==> src/rtl/nic_rst_pkg.sv <==
package nic_rst_pkg;
   localparam int REG_W    = 16;
   localparam int NREG     = 11;
   localparam int IDX_CMD  = 0;
   localparam int IDX_DCR  = 1;
   localparam int IDX_DCR2 = 2;
   localparam int IDX_IMR  = 3;
   localparam int IDX_ISR  = 4;
   localparam int IDX_TCR  = 5;
   localparam int IDX_RCR  = 6;
   localparam int IDX_EOBC = 7;
   localparam int IDX_PSEQ = 8;
   localparam int IDX_BSEQ = 9;
   localparam int IDX_CAM  = 10;
   localparam int RST_BIT  = 7;
   localparam logic [REG_W-1:0] CMD_SW_VAL = 16'h00A4;

   // bits forced by a hardware reset
   function automatic logic [REG_W-1:0] hw_mask(int idx);
      case (idx)
         IDX_DCR:  return 16'hA000;
         IDX_DCR2: return 16'h001F;
         IDX_RCR:  return 16'h2600;
         default:  return 16'hFFFF;
      endcase
   endfunction

   // value taken by the forced bits
   function automatic logic [REG_W-1:0] hw_val(int idx);
      case (idx)
         IDX_CMD:  return 16'h0094;
         IDX_TCR:  return 16'h0101;
         IDX_EOBC: return 16'h02F8;
         default:  return 16'h0000;
      endcase
   endfunction
endpackage

==> src/rtl/nic_rst_sync.sv <==
module nic_rst_sync #(
   parameter int STAGES = 2
) (
   input  logic clk,
   input  logic d,
   output logic q
);
   logic [STAGES-1:0] chain;

   always_ff @(posedge clk) begin
      chain <= {chain[STAGES-2:0], d};
   end

   assign q = chain[STAGES-1];
endmodule

==> src/rtl/nic_rst_qual.sv <==
module nic_rst_qual #(
   parameter int MIN_PULSE   = 10,
   parameter int SYNC_STAGES = 2,
   parameter bit TX_QUAL     = 1'b1
) (
   input  logic clk,
   input  logic pin_async,
   input  logic tx_clk_async,
   output logic hw_go
);
   localparam int CNT_W = $clog2(MIN_PULSE + 1);
   localparam logic [CNT_W-1:0] CNT_MAX = CNT_W'(MIN_PULSE);

   logic             pin_s;
   logic [CNT_W-1:0] bus_cnt;
   logic             bus_done;
   logic             tx_done;

   nic_rst_sync #(.STAGES(SYNC_STAGES)) u_pin_sync (
      .clk(clk), .d(pin_async), .q(pin_s)
   );

   always_ff @(posedge clk) begin
      if (!pin_s)         bus_cnt <= '0;
      else if (!bus_done) bus_cnt <= bus_cnt + 1'b1;
   end
   assign bus_done = (bus_cnt == CNT_MAX);

   generate
      if (TX_QUAL) begin : g_tx_count
         logic             tx_s;
         logic             tx_d;
         logic [CNT_W-1:0] tx_cnt;

         nic_rst_sync #(.STAGES(SYNC_STAGES)) u_tx_sync (
            .clk(clk), .d(tx_clk_async), .q(tx_s)
         );

         always_ff @(posedge clk) begin
            tx_d <= tx_s;
            if (!pin_s)                            tx_cnt <= '0;
            else if (tx_s && !tx_d && !tx_done)    tx_cnt <= tx_cnt + 1'b1;
         end
         assign tx_done = (tx_cnt == CNT_MAX);
      end else begin : g_bus_only
         assign tx_done = 1'b1;
      end
   endgenerate

   assign hw_go = pin_s & bus_done & tx_done;
endmodule

==> src/rtl/nic_rst_regfile.sv <==
module nic_rst_regfile
   import nic_rst_pkg::*;
#(
   parameter int ADDR_W = 4
) (
   input  logic                        clk,
   input  logic                        hw_go,
   input  logic                        wr_en,
   input  logic [ADDR_W-1:0]           wr_addr,
   input  logic [REG_W-1:0]            wr_data,
   output logic [NREG-1:0][REG_W-1:0]  q
);
   generate
      for (genvar i = 0; i < NREG; i++) begin : g_reg
         localparam logic [REG_W-1:0] M = hw_mask(i);
         localparam logic [REG_W-1:0] V = hw_val(i);
         logic hit;
         assign hit = wr_en && (wr_addr == ADDR_W'(i));

         if (i == IDX_CMD) begin : g_cmd
            logic clr_pend;
            always_ff @(posedge clk) begin
               if (hw_go) begin
                  q[i]     <= (q[i] & ~M) | (V & M);
                  clr_pend <= 1'b0;
               end else if (hit && wr_data[RST_BIT]) begin
                  q[i]     <= CMD_SW_VAL;
                  clr_pend <= 1'b1;
               end else if (hit) begin
                  q[i]     <= wr_data;
                  clr_pend <= 1'b0;
               end else if (clr_pend) begin
                  q[i][RST_BIT] <= 1'b0;
                  clr_pend      <= 1'b0;
               end
            end
         end else begin : g_plain
            always_ff @(posedge clk) begin
               if (hw_go)    q[i] <= (q[i] & ~M) | (V & M);
               else if (hit) q[i] <= wr_data;
            end
         end
      end
   endgenerate
endmodule

==> src/rtl/nic_rst_ctl.sv <==
module nic_rst_ctl
   import nic_rst_pkg::*;
#(
   parameter int MIN_PULSE   = 10,
   parameter int SYNC_STAGES = 2,
   parameter bit TX_QUAL     = 1'b1,
   parameter int ADDR_W      = 4
) (
   input  logic              clk_bus,
   input  logic              clk_tx,
   input  logic              hw_rst_pin,
   input  logic              wr_en,
   input  logic [ADDR_W-1:0] wr_addr,
   input  logic [15:0]       wr_data,
   output logic [15:0]       cmd_q,
   output logic [15:0]       dcr_q,
   output logic [15:0]       dcr2_q,
   output logic [15:0]       imr_q,
   output logic [15:0]       isr_q,
   output logic [15:0]       tcr_q,
   output logic [15:0]       rcr_q,
   output logic [15:0]       eobc_q,
   output logic [15:0]       pkt_seq_q,
   output logic [15:0]       buf_seq_q,
   output logic [15:0]       cam_en_q
);
   generate
      if (MIN_PULSE < 1)       begin : g_bad_min   $error("MIN_PULSE must be at least 1");   end
      if (SYNC_STAGES < 2)     begin : g_bad_sync  $error("SYNC_STAGES must be at least 2"); end
      if ((1 << ADDR_W) < NREG) begin : g_bad_addr $error("ADDR_W too small for the bank");  end
   endgenerate

   logic                       hw_go;
   logic [NREG-1:0][REG_W-1:0] bank;

   nic_rst_qual #(
      .MIN_PULSE(MIN_PULSE), .SYNC_STAGES(SYNC_STAGES), .TX_QUAL(TX_QUAL)
   ) u_qual (
      .clk(clk_bus), .pin_async(hw_rst_pin), .tx_clk_async(clk_tx), .hw_go(hw_go)
   );

   nic_rst_regfile #(.ADDR_W(ADDR_W)) u_bank (
      .clk(clk_bus), .hw_go(hw_go), .wr_en(wr_en), .wr_addr(wr_addr),
      .wr_data(wr_data), .q(bank)
   );

   assign cmd_q     = bank[IDX_CMD];
   assign dcr_q     = bank[IDX_DCR];
   assign dcr2_q    = bank[IDX_DCR2];
   assign imr_q     = bank[IDX_IMR];
   assign isr_q     = bank[IDX_ISR];
   assign tcr_q     = bank[IDX_TCR];
   assign rcr_q     = bank[IDX_RCR];
   assign eobc_q    = bank[IDX_EOBC];
   assign pkt_seq_q = bank[IDX_PSEQ];
   assign buf_seq_q = bank[IDX_BSEQ];
   assign cam_en_q  = bank[IDX_CAM];
endmodule

==> config.mk <==
export PLATFORM = sky130hd
export DESIGN_NAME = nic_rst_ctl
export DESIGN_NICKNAME = d
export VERILOG_FILES = /design/src/rtl/nic_rst_pkg.sv /design/src/rtl/nic_rst_sync.sv /design/src/rtl/nic_rst_qual.sv /design/src/rtl/nic_rst_regfile.sv /design/src/rtl/nic_rst_ctl.sv
export SDC_FILE = /design/constraint.sdc
export NUM_CORES = 1
export LEC_CHECK = 0
export ABC_AREA = 1
export BUFFER_PORTS_ARGS = -buffer_cell sky130_fd_sc_hd__buf_4
export CORE_UTILIZATION = 40
export DETAILED_ROUTE_END_ITERATION = 10
export GPL_TIMING_DRIVEN = 0
export HOLD_SLACK_MARGIN = 0.05
export PLACE_DENSITY = 0.7
export REMOVE_ABC_BUFFERS = 1
export SETUP_SLACK_MARGIN = 0.5
export SYNTH_ARGS = -nofsm -noshare
export SYNTH_HDL_FRONTEND = slang
export SYNTH_SLANG_ARGS = --single-unit
export TNS_END_PERCENT = 5
==> constraint.sdc <==
create_clock -name clk_bus -period 6.15 [get_ports clk_bus]
set_input_delay 1.5375 -clock clk_bus [delete_from_list [all_inputs] [get_ports clk_bus]]
set_output_delay 1.5375 -clock clk_bus [all_outputs]
set_load 0.05 [all_outputs]
; ---- After elaboration in Yosys (flattened, before gate mapping)
; Cells that the tools add are included.
[classes]
n_addsub = 2
n_eq_ne = 12
muxes = 5
n_bitwise = 3
n_reduce_logical = 23
[op_table]
columns = cell, count
row1 = "4-bit equality test, second input constant", 5
row2 = "4-bit by 3-bit equality test with 1-bit output, second input constant", 4
row3 = 1-bit logical AND, 14
row4 = 6-bit 2-to-1 mux, 2
row5 = "4-bit by 1-bit adder with 4-bit output, second input constant", 2
row6 = "4-bit by 2-bit equality test with 1-bit output, second input constant", 2
row7 = 2-bit AND reduction, 3
row8 = "4-bit by 1-bit equality test with 1-bit output, second input constant", 1
row9 = 4-bit logical NOT, 1
row10 = 2-bit nonzero test, 2
row11 = 1-bit 2-to-1 mux, 3
row12 = 1-bit AND, 2
row13 = 1-bit logical NOT, 2
row14 = 2-bit OR reduction, 1
row15 = 1-bit inverter, 1
[totals]
regBits = 190
inputBits = 24
out_inout_bits = 176
elab_cells = 67

; ---- Depth between registers and ports, before layout
; Gate-level depths: netlist of run 1.
[logic_depth]
ltp_word = 5
depth_mapped = 9
depth_no_buf = 8

; ---- Cells and area by module
; Synthesis of run 1 repeated with hierarchy kept, for this count alone.
[hier_totals]
cells_unflattened = 767
area_unflattened_um2 = 6844.1
[by_module_without_submodules]
columns = mod, n_inst, cells_per_inst, area_per_inst_um2, seq_area_each_um2
row1 = nic_rst_regfile, 1, 707, 6294.8, 3923.8
row2 = nic_rst_qual, 1, 56, 469.2, 180.2
row3 = nic_rst_sync, 2, 2, 40.0, 40.0

; ---- Worst setup path before layout of run 1
; OpenSTA, ideal clock, no wires.
[synth_path]
path_type = input-to-reg
start = input port wr_addr[2]
end = register u_bank.q[16] (netlist name) (enable)
setup_time_ns = 0.403
arrival_ns = 3.015
required_time_ns = 5.747
path_slack_ns = 2.732
path_stages = 4
n_path_buf = 1
cell_sequence = nor2_4 -> inv_2 -> clkbuf_1 -> nor3_1
[synth_via]
elab_chain_len = 3
[synth_rtl]
columns = item, line_no
row1 = "start, declared", nic_rst_ctl.sv:13  ; input logic [ADDR_W-1:0] wr_addr,
row2 = 4-bit by 1-bit equality test with 1-bit output, nic_rst_regfile.sv:18  ; assign hit = wr_en && (wr_addr == ADDR_W'(i));
row3 = 1-bit logical AND, nic_rst_regfile.sv:18
row4 = 2-bit AND reduction (no source line), --
row5 = "end signal, assigned by index", nic_rst_regfile.sv:39  ; if (hw_go) q[i] <= (q[i] & ~M) | (V & M);
row6 = "end signal, assigned by index", nic_rst_regfile.sv:40  ; else if (hit) q[i] <= wr_data;
row7 = "end, declared", nic_rst_regfile.sv:11  ; output logic [NREG-1:0][REG_W-1:0] q
; Every way passes these cells.
; A chain may end at the register's enable or synchronous reset.

; ---- Worst setup path in the final report of run 1
[layout_path]
start = input port wr_en
end = register u_bank.q[38] (netlist name) (enable)
[layout_via]
elab_chain_len = 2
[layout_rtl]
columns = item, line_no
row1 = "start, declared", nic_rst_ctl.sv:12  ; input logic wr_en,
row2 = 1-bit logical AND, nic_rst_regfile.sv:18
row3 = 2-bit AND reduction (no source line), --
; Every way passes these cells.

==> results of run 1 <==
==> routing by layer <==
layer	GRT usage [%]	part of all wire (%)	up-vias
met3	5.25	7.2	20
met1	29.6	44	2784
met5	0	0	-
met4	7.20	1.4	0
li1	-	-	2886
met2	37.0	47	238
==> logic make-up (layout without fill, tap and decap cells) <==
family | after synthesis | in the layout | synth area share (%)
XOR/XNOR | 1 | 1 | 0.127
AO/OA/AOI/OAI | 164 | 164 | 11.9
adder cells (fa/ha/maj) | 4 | 4 | 0.726
flip-flops | 190 | 190 | 60.7
buffers and inverters | 88 | 266 | 5.95
AND/OR/NAND/NOR | 333 | 333 | 20.6
==> metrics by stage <==
stage / power, mW / instances
5_1_grt: 4.18 / 1178
3_5_place_dp: 2.95 / 1146
6_report: 4.04 / 1178
4_1_cts: 4.06 / 1178
2_1_floorplan: 2.50 / 723
3_3_place_gp: 2.93 / 1142
==> final cells by class <==
class                   instances  area share (%)
clock inverters                14            1.68
clock buffers                  18            4.97
flip-flops and latches        190            46.2
multi-input cells             502            25.7
well taps                     220            3.04
inverters                      31            1.28
repair buffers                203            17.2
==> worst max-delay path, cell delays in order <==
cell     delay [ns]
buf_4          0.25
nand3_1        0.80
nor3_2         1.05
==> sequential cells by signal, indices dropped and copies added (netlist names) <==
| signal | flops |
|---|---|
| u_bank.g.g_cmd.clr_pend | 1 |
| u_bank.q | 176 |
| u_qual.bus_cnt | 4 |
| u_qual.g_tx_count.tx_cnt | 4 |
| u_qual.g_tx_count.tx_d | 1 |
| u_qual.g_tx_count.u_tx_sync.chain | 2 |
| u_qual.u_pin_sync.chain | 2 |
==> Yosys cell counts (all sizes together) <==
cell / count
a21oi: 104
buf: 36
clkbuf: 21
dfxtp: 152
edfxtp: 38
ha: 4
inv: 31
nand2: 222
nand3: 23
nand3b: 1
nand4: 15
nor2: 67
nor3: 4
o211ai: 1
o21ai: 59
or2: 1
xnor2: 1
==> path summary, 6_finish.rpt <==
check / cells past startpoint / end / from
max: 3 / u_bank.q[38] / wr_en
min: 0 / u_qual.u_pin_sync.chain[1] / u_qual.u_pin_sync.chain[0]
max reg2reg: 10 / u_bank.q[110] / u_qual.bus_cnt[0]
min reg2reg: 0 / u_qual.u_pin_sync.chain[1] / u_qual.u_pin_sync.chain[0]
==> report_power, final <==
group	internal [mW]	total [mW]	switching, mW	leakage [nW]
registers	1.48	1.59	0.115	1.61
logic	0.366	1.32	0.958	2.00
clock network	0.630	1.12	0.488	0.287
==> results.md, run 1 <==
- GR Overflow Total: 0
- Synth Register Bits: 190
- Post-DP HPWL: 13.2 mm
- Max cap viols: 0
- GPL Wtd Cong: 0.790
- Die X: 133 um
- Hold buffers post-CTS: 0
- Final min period: 3.61 ns
- Area growth, synth to finish: 31.4%
- Synth area leader: dfxtp_1
- Maximum vdd ir drop: 0.219 mV
- WL/cell: 17.4 um
- Mapped Avg Cell Area: 8.84 sq um
- Final Cycle Share: 58.6%
- TritonCTS Buffers: 17
- RSZ-0062 raised after global routing: false
- Port-buffer cells: 199
- Share of cells above drive strength 1: 27.6%
- First-pass GRT wire length: 30.1 mm
- Final setup margin: 2.54 ns
- Reg2Reg Setup Slack: 3.39 ns
- Worst setup SP type: primary input
- Max H-tree Level: 4
- Vias in the first global route: 5183
- Required @ worst endpoint: 6.20 ns
- Yosys warning count: 0
- Boundary pin count: 200
- Drt via density: 5.03
- Area contributors post-synth: dfxtp_1 44%, edfxtp_1 17%, nand2_1 12%, a21oi_1 7.5%, o21ai_0 3.3%
- Multi-input gate area: 2320 sq um
- CTS tree: yes
- Clock Skew: 0.00912 ns
- Largest net degree at the start of global routing: 40
- DR iter-0 viols: 427
- Post-CTS Resized: 0
- Slew @ Worst Pin: 1.11 ns
- Clock transition at path regs: 0.07 ns
- Peak Freq: 277 MHz
- Final TNS setup: 0 ns
- Commonest non-fill, non-tap cell in the layout: nand2_1
- Count of final hold-check violations: 0
- Mapped cell area: 6900 sq um
- Endpoint class of the critical path: register
- CTS Sinks: 190
- Post-CTS setup buffers: 0
- Drt drc: 0
- Max transition margin: 25.8%
- Global Route Usage Sum: 22.6%
- Die Ht: 133 um
- Root buffer cell: clkbuf_16
- Synth unique cells: 25
- Slew Limit Fails: 0
- Ant diodes: 0
- Yosys top cell area share: 44.1%
- 1st-pass router iterations: 5
- Fillers: 1566
- Dpl ws: 2.08 ns
- Sequential cell area: 4180 sq um
- Status: complete, no violations
- Area of the core: 16700 sq um
- Worst hold-check path type: reg -> reg
- Highest-count cells in the layout ignoring fill and taps: 219 x nand2_1, 199 x buf_4, 152 x dfxtp_1, 104 x a21oi_1, 56 x nor2_1
- DRT Wirelength: 20.5 mm
- Setup Viol. Count Final: 0
- Final nets: 973
- CP Data Arrival Time: 3.66 ns
- Antenna violations before repair: 0
- Via count: 5928
- Final core utilization: 54.2%
- Leak: 3.90 nW
- CTS max path bufs: 2
- Seq/Total Area, Yosys: 60.7%
- Crit Path Max Fanout: 29
- Total die area: 17800 sq um
- Standard-cell row count: 47
- Clk Latency, worst-skew pair: 0.43 ns
- Design Area, Final: 9060 sq um
- Cell Pwr Density: 446 nW/um^2
- Hold Slack: 0.330 ns
- Worst Setup Path Type: in -> reg
- Post-Place Cell Area: 8460 sq um
- Cell count after synthesis: 780
- Routed Antenna Nets: 0
- Initial core utilization: 41.3%
No activity file was read; power rests on OpenSTA's default activity.
==> run 2, diff against run 1 <==
clock period = 3.72 ns   (was 6.15 ns; I/O delays follow)
==> run 2 against run 1 <==
  * Routed wire length about the same
  * Non-clock buffer count unchanged
  * Register-to-register slack worse by 2.4 ns
  * Largest power group unchanged
==> results.md, run 2 (same netlist as run 1, synthesis figures left out) <==
- Largest registers: u_bank.q x176, u_qual.bus_cnt x4, u_qual.g_tx_count.tx_cnt x4
- Count of final hold-check violations: 0 (unchanged)
- GR Overflow Total: 0 (unchanged)
- Hold Slack: 0.330 ns (+0.0000450 ns)
- Antenna violations before repair: 0 (unchanged)
- Ant diodes: 0 (unchanged)
- CTS Sinks: 190 (unchanged)
- First-pass GRT wire length: 30.0 mm (about the same)
- CTS tree: yes
- Leak: 3.90 nW (about the same)
- Endpoint class of the critical path: register
- CP Data Arrival Time: 3.24 ns (-0.42 ns)
- Post-DP HPWL: 13.2 mm (unchanged)
- 1st-pass router iterations: 4 (-1)
- Final Cycle Share: 77.5%
- Post-Place Cell Area: 8460 sq um (unchanged)
- Initial core utilization: 41.3% (unchanged)
- Global Route Usage Sum: 22.6% (-0.025 points)
- Status: complete, no violations
- GPL Wtd Cong: 0.790 (unchanged)
- Highest-count cells in the layout ignoring fill and taps: 219 x nand2_1, 199 x buf_4, 152 x dfxtp_1, 104 x a21oi_1, 56 x nor2_1
- R2r startpoint: u_qual.bus_cnt[0]
- Setup Viol. Count Final: 0 (unchanged)
- Max H-tree Level: 4 (unchanged)
- Crit-path leading delay family: simple AND/OR/NAND/NOR gates
- Required @ worst endpoint: 4.08 ns (-2.12 ns)
- Share of cells above drive strength 1: 27.6% (unchanged)
- Die Ht: 133 um (unchanged)
- Via count: 5926 (-0.034%)
- CP Cell Sequence: buf_4, nand3_1, nor2_2, nand2_1, a21oi_1
- Routed Antenna Nets: 0 (unchanged)
- Worst hold-check path type: reg -> reg
- Fillers: 1565 (-0.064%)
- Post-CTS Resized: 0 (unchanged)
- FF-to-FF End: u_bank.q[110]
- Max cap viols: 0 (unchanged)
- Final nets: 973 (unchanged)
- Peak Freq: 347 MHz
- Hold buffers post-CTS: 0 (unchanged)
- Boundary pin count: 200 (unchanged)
- Crit path from: wr_en
- Worst setup SP type: primary input
- Largest net degree at the start of global routing: 40 (unchanged)
- Max reg flops: 176 (unchanged)
- Worst Reg-to-Reg Cells: 10 (unchanged)
- Root buffer cell: clkbuf_16
- Worst setup path end: u_bank.q[172]
- DR iter-0 viols: 426 (-0.23%)
- Post-CTS setup buffers: 0 (unchanged)
- Design Area, Final: 9070 sq um (about the same)
- RSZ-0062 raised after global routing: false
- Port-buffer cells: 199 (unchanged)
- Slew Limit Fails: 0 (unchanged)
- Drt via density: 5.03 (about the same)
- CTS max path bufs: 2 (unchanged)
- DRT Wirelength: 20.5 mm (about the same)
- Clock Skew: 0.00876 ns (-0.000360 ns)
- Slew @ Worst Pin: 1.15 ns (+0.0408 ns)
- Crit Path Max Fanout: 29 (unchanged)
- Maximum vdd ir drop: 0.362 mV (+65%)
- Final min period: 2.88 ns
- Commonest non-fill, non-tap cell in the layout: nand2_1
- Worst Setup Path Type: in -> reg
- Hold path depth: 0 (unchanged)
- Vias in the first global route: 5173 (-0.19%)
- Drt drc: 0 (unchanged)
- Die X: 133 um (unchanged)
- WL/cell: 17.4 um (about the same)
- TritonCTS Buffers: 17 (unchanged)
- Cell Pwr Density: 736 nW/um^2 (+65%)
- Reg2Reg Setup Slack: 0.95 ns (-2.44 ns)
- Clock transition at path regs: 0.07 ns (about the same)
- Total die area: 17800 sq um (unchanged)
- Clk Latency, worst-skew pair: 0.43 ns (about the same)
- CP peak stage delay: 0.90 ns (-0.15 ns)
- Area growth, synth to finish: 31.5% (about the same)
- Max transition margin: 23.1% (-2.7 points)
- Top reg by flops: u_bank.q
- Area of the core: 16700 sq um (unchanged)
- Number of cells on the critical path: 5 (+2)
- Standard-cell row count: 47 (unchanged)
- Slowest stage cell, crit path: nor2_2
- Worst Path Buf+Inv: 1 (unchanged)
-- run 2: per-layer routing --
metal | vias to the layer above | share of wire, % | global-route usage (%)
met2 | 209 | 48 | 37.0
met1 | 2807 | 44 | 29.7
met3 | 23 | 6.7 | 4.79
met4 | 0 | 1.6 | 7.51
li1 | 2887 | - | -
met5 | - | 0 | 0
-- run 2: report_power, final --
| group | leakage [nW] | switching, mW | total (mW) | internal, mW |
|---|---|---|---|---|
| combinational | 2.00 | 1.58 | 2.19 | 0.606 |
| clock | 0.287 | 0.809 | 1.85 | 1.04 |
| sequential | 1.61 | 0.190 | 2.64 | 2.45 |
| total | 3.90 | 2.58 | 6.68 | 4.09 |
-- run 2: worst register-to-register path: cells and delay by family (launching register included) --
| kind | cells | cell delay (ns) |
|---|---|---|
| AND/OR/NAND/NOR | 5 | 1.20 |
| buffers and inverters | 4 | 0.85 |
| flip-flops | 1 | 0.35 |
| adder cells (fa/ha/maj) | 1 | 0.14 |
-- run 2: worst min path at each step --
stage / from / slack, ns / to
finish: u_qual.u_pin_sync.chain[0] / 0.33 / u_qual.u_pin_sync.chain[1]
CTS: u_qual.u_pin_sync.chain[0] / 0.33 / u_qual.u_pin_sync.chain[1]
global route: u_qual.u_pin_sync.chain[0] / 0.35 / u_qual.u_pin_sync.chain[1]
floorplan: u_qual.g_tx_count.u_tx_sync.chain[0] / 0.31 / u_qual.g_tx_count.u_tx_sync.chain[1]
global placement: u_qual.u_pin_sync.chain[0] / 0.32 / u_qual.u_pin_sync.chain[1]
detailed placement: u_qual.u_pin_sync.chain[0] / 0.32 / u_qual.u_pin_sync.chain[1]
-- run 2: through the flow --
stage                     setup TNS, ns  utilization (%)  power (mW)  setup WS, ns  cells
after floorplan                 -121.30                -        4.14         -1.90    723
after global placement          -455.73             50.1        4.84         -5.23   1142
after detailed placement              0             50.6        4.87         0.254   1146
after CTS                             0             54.2        6.71         0.735   1178
after global routing                  0             54.3        6.91         0.584   1178
final                                 0             54.3        6.68         0.835   1178
-- run 2: area by class of cell --
cell class                 count  area (sq um)  area share, %
sequential                   190          4180           46.1
multi-input combinational    502          2330           25.7
timing repair buffer         203          1560           17.2
clock buffer                  18           450           4.97
tap                          220           275           3.04
clock inverter                14           153           1.68
inverter                      31           116           1.28
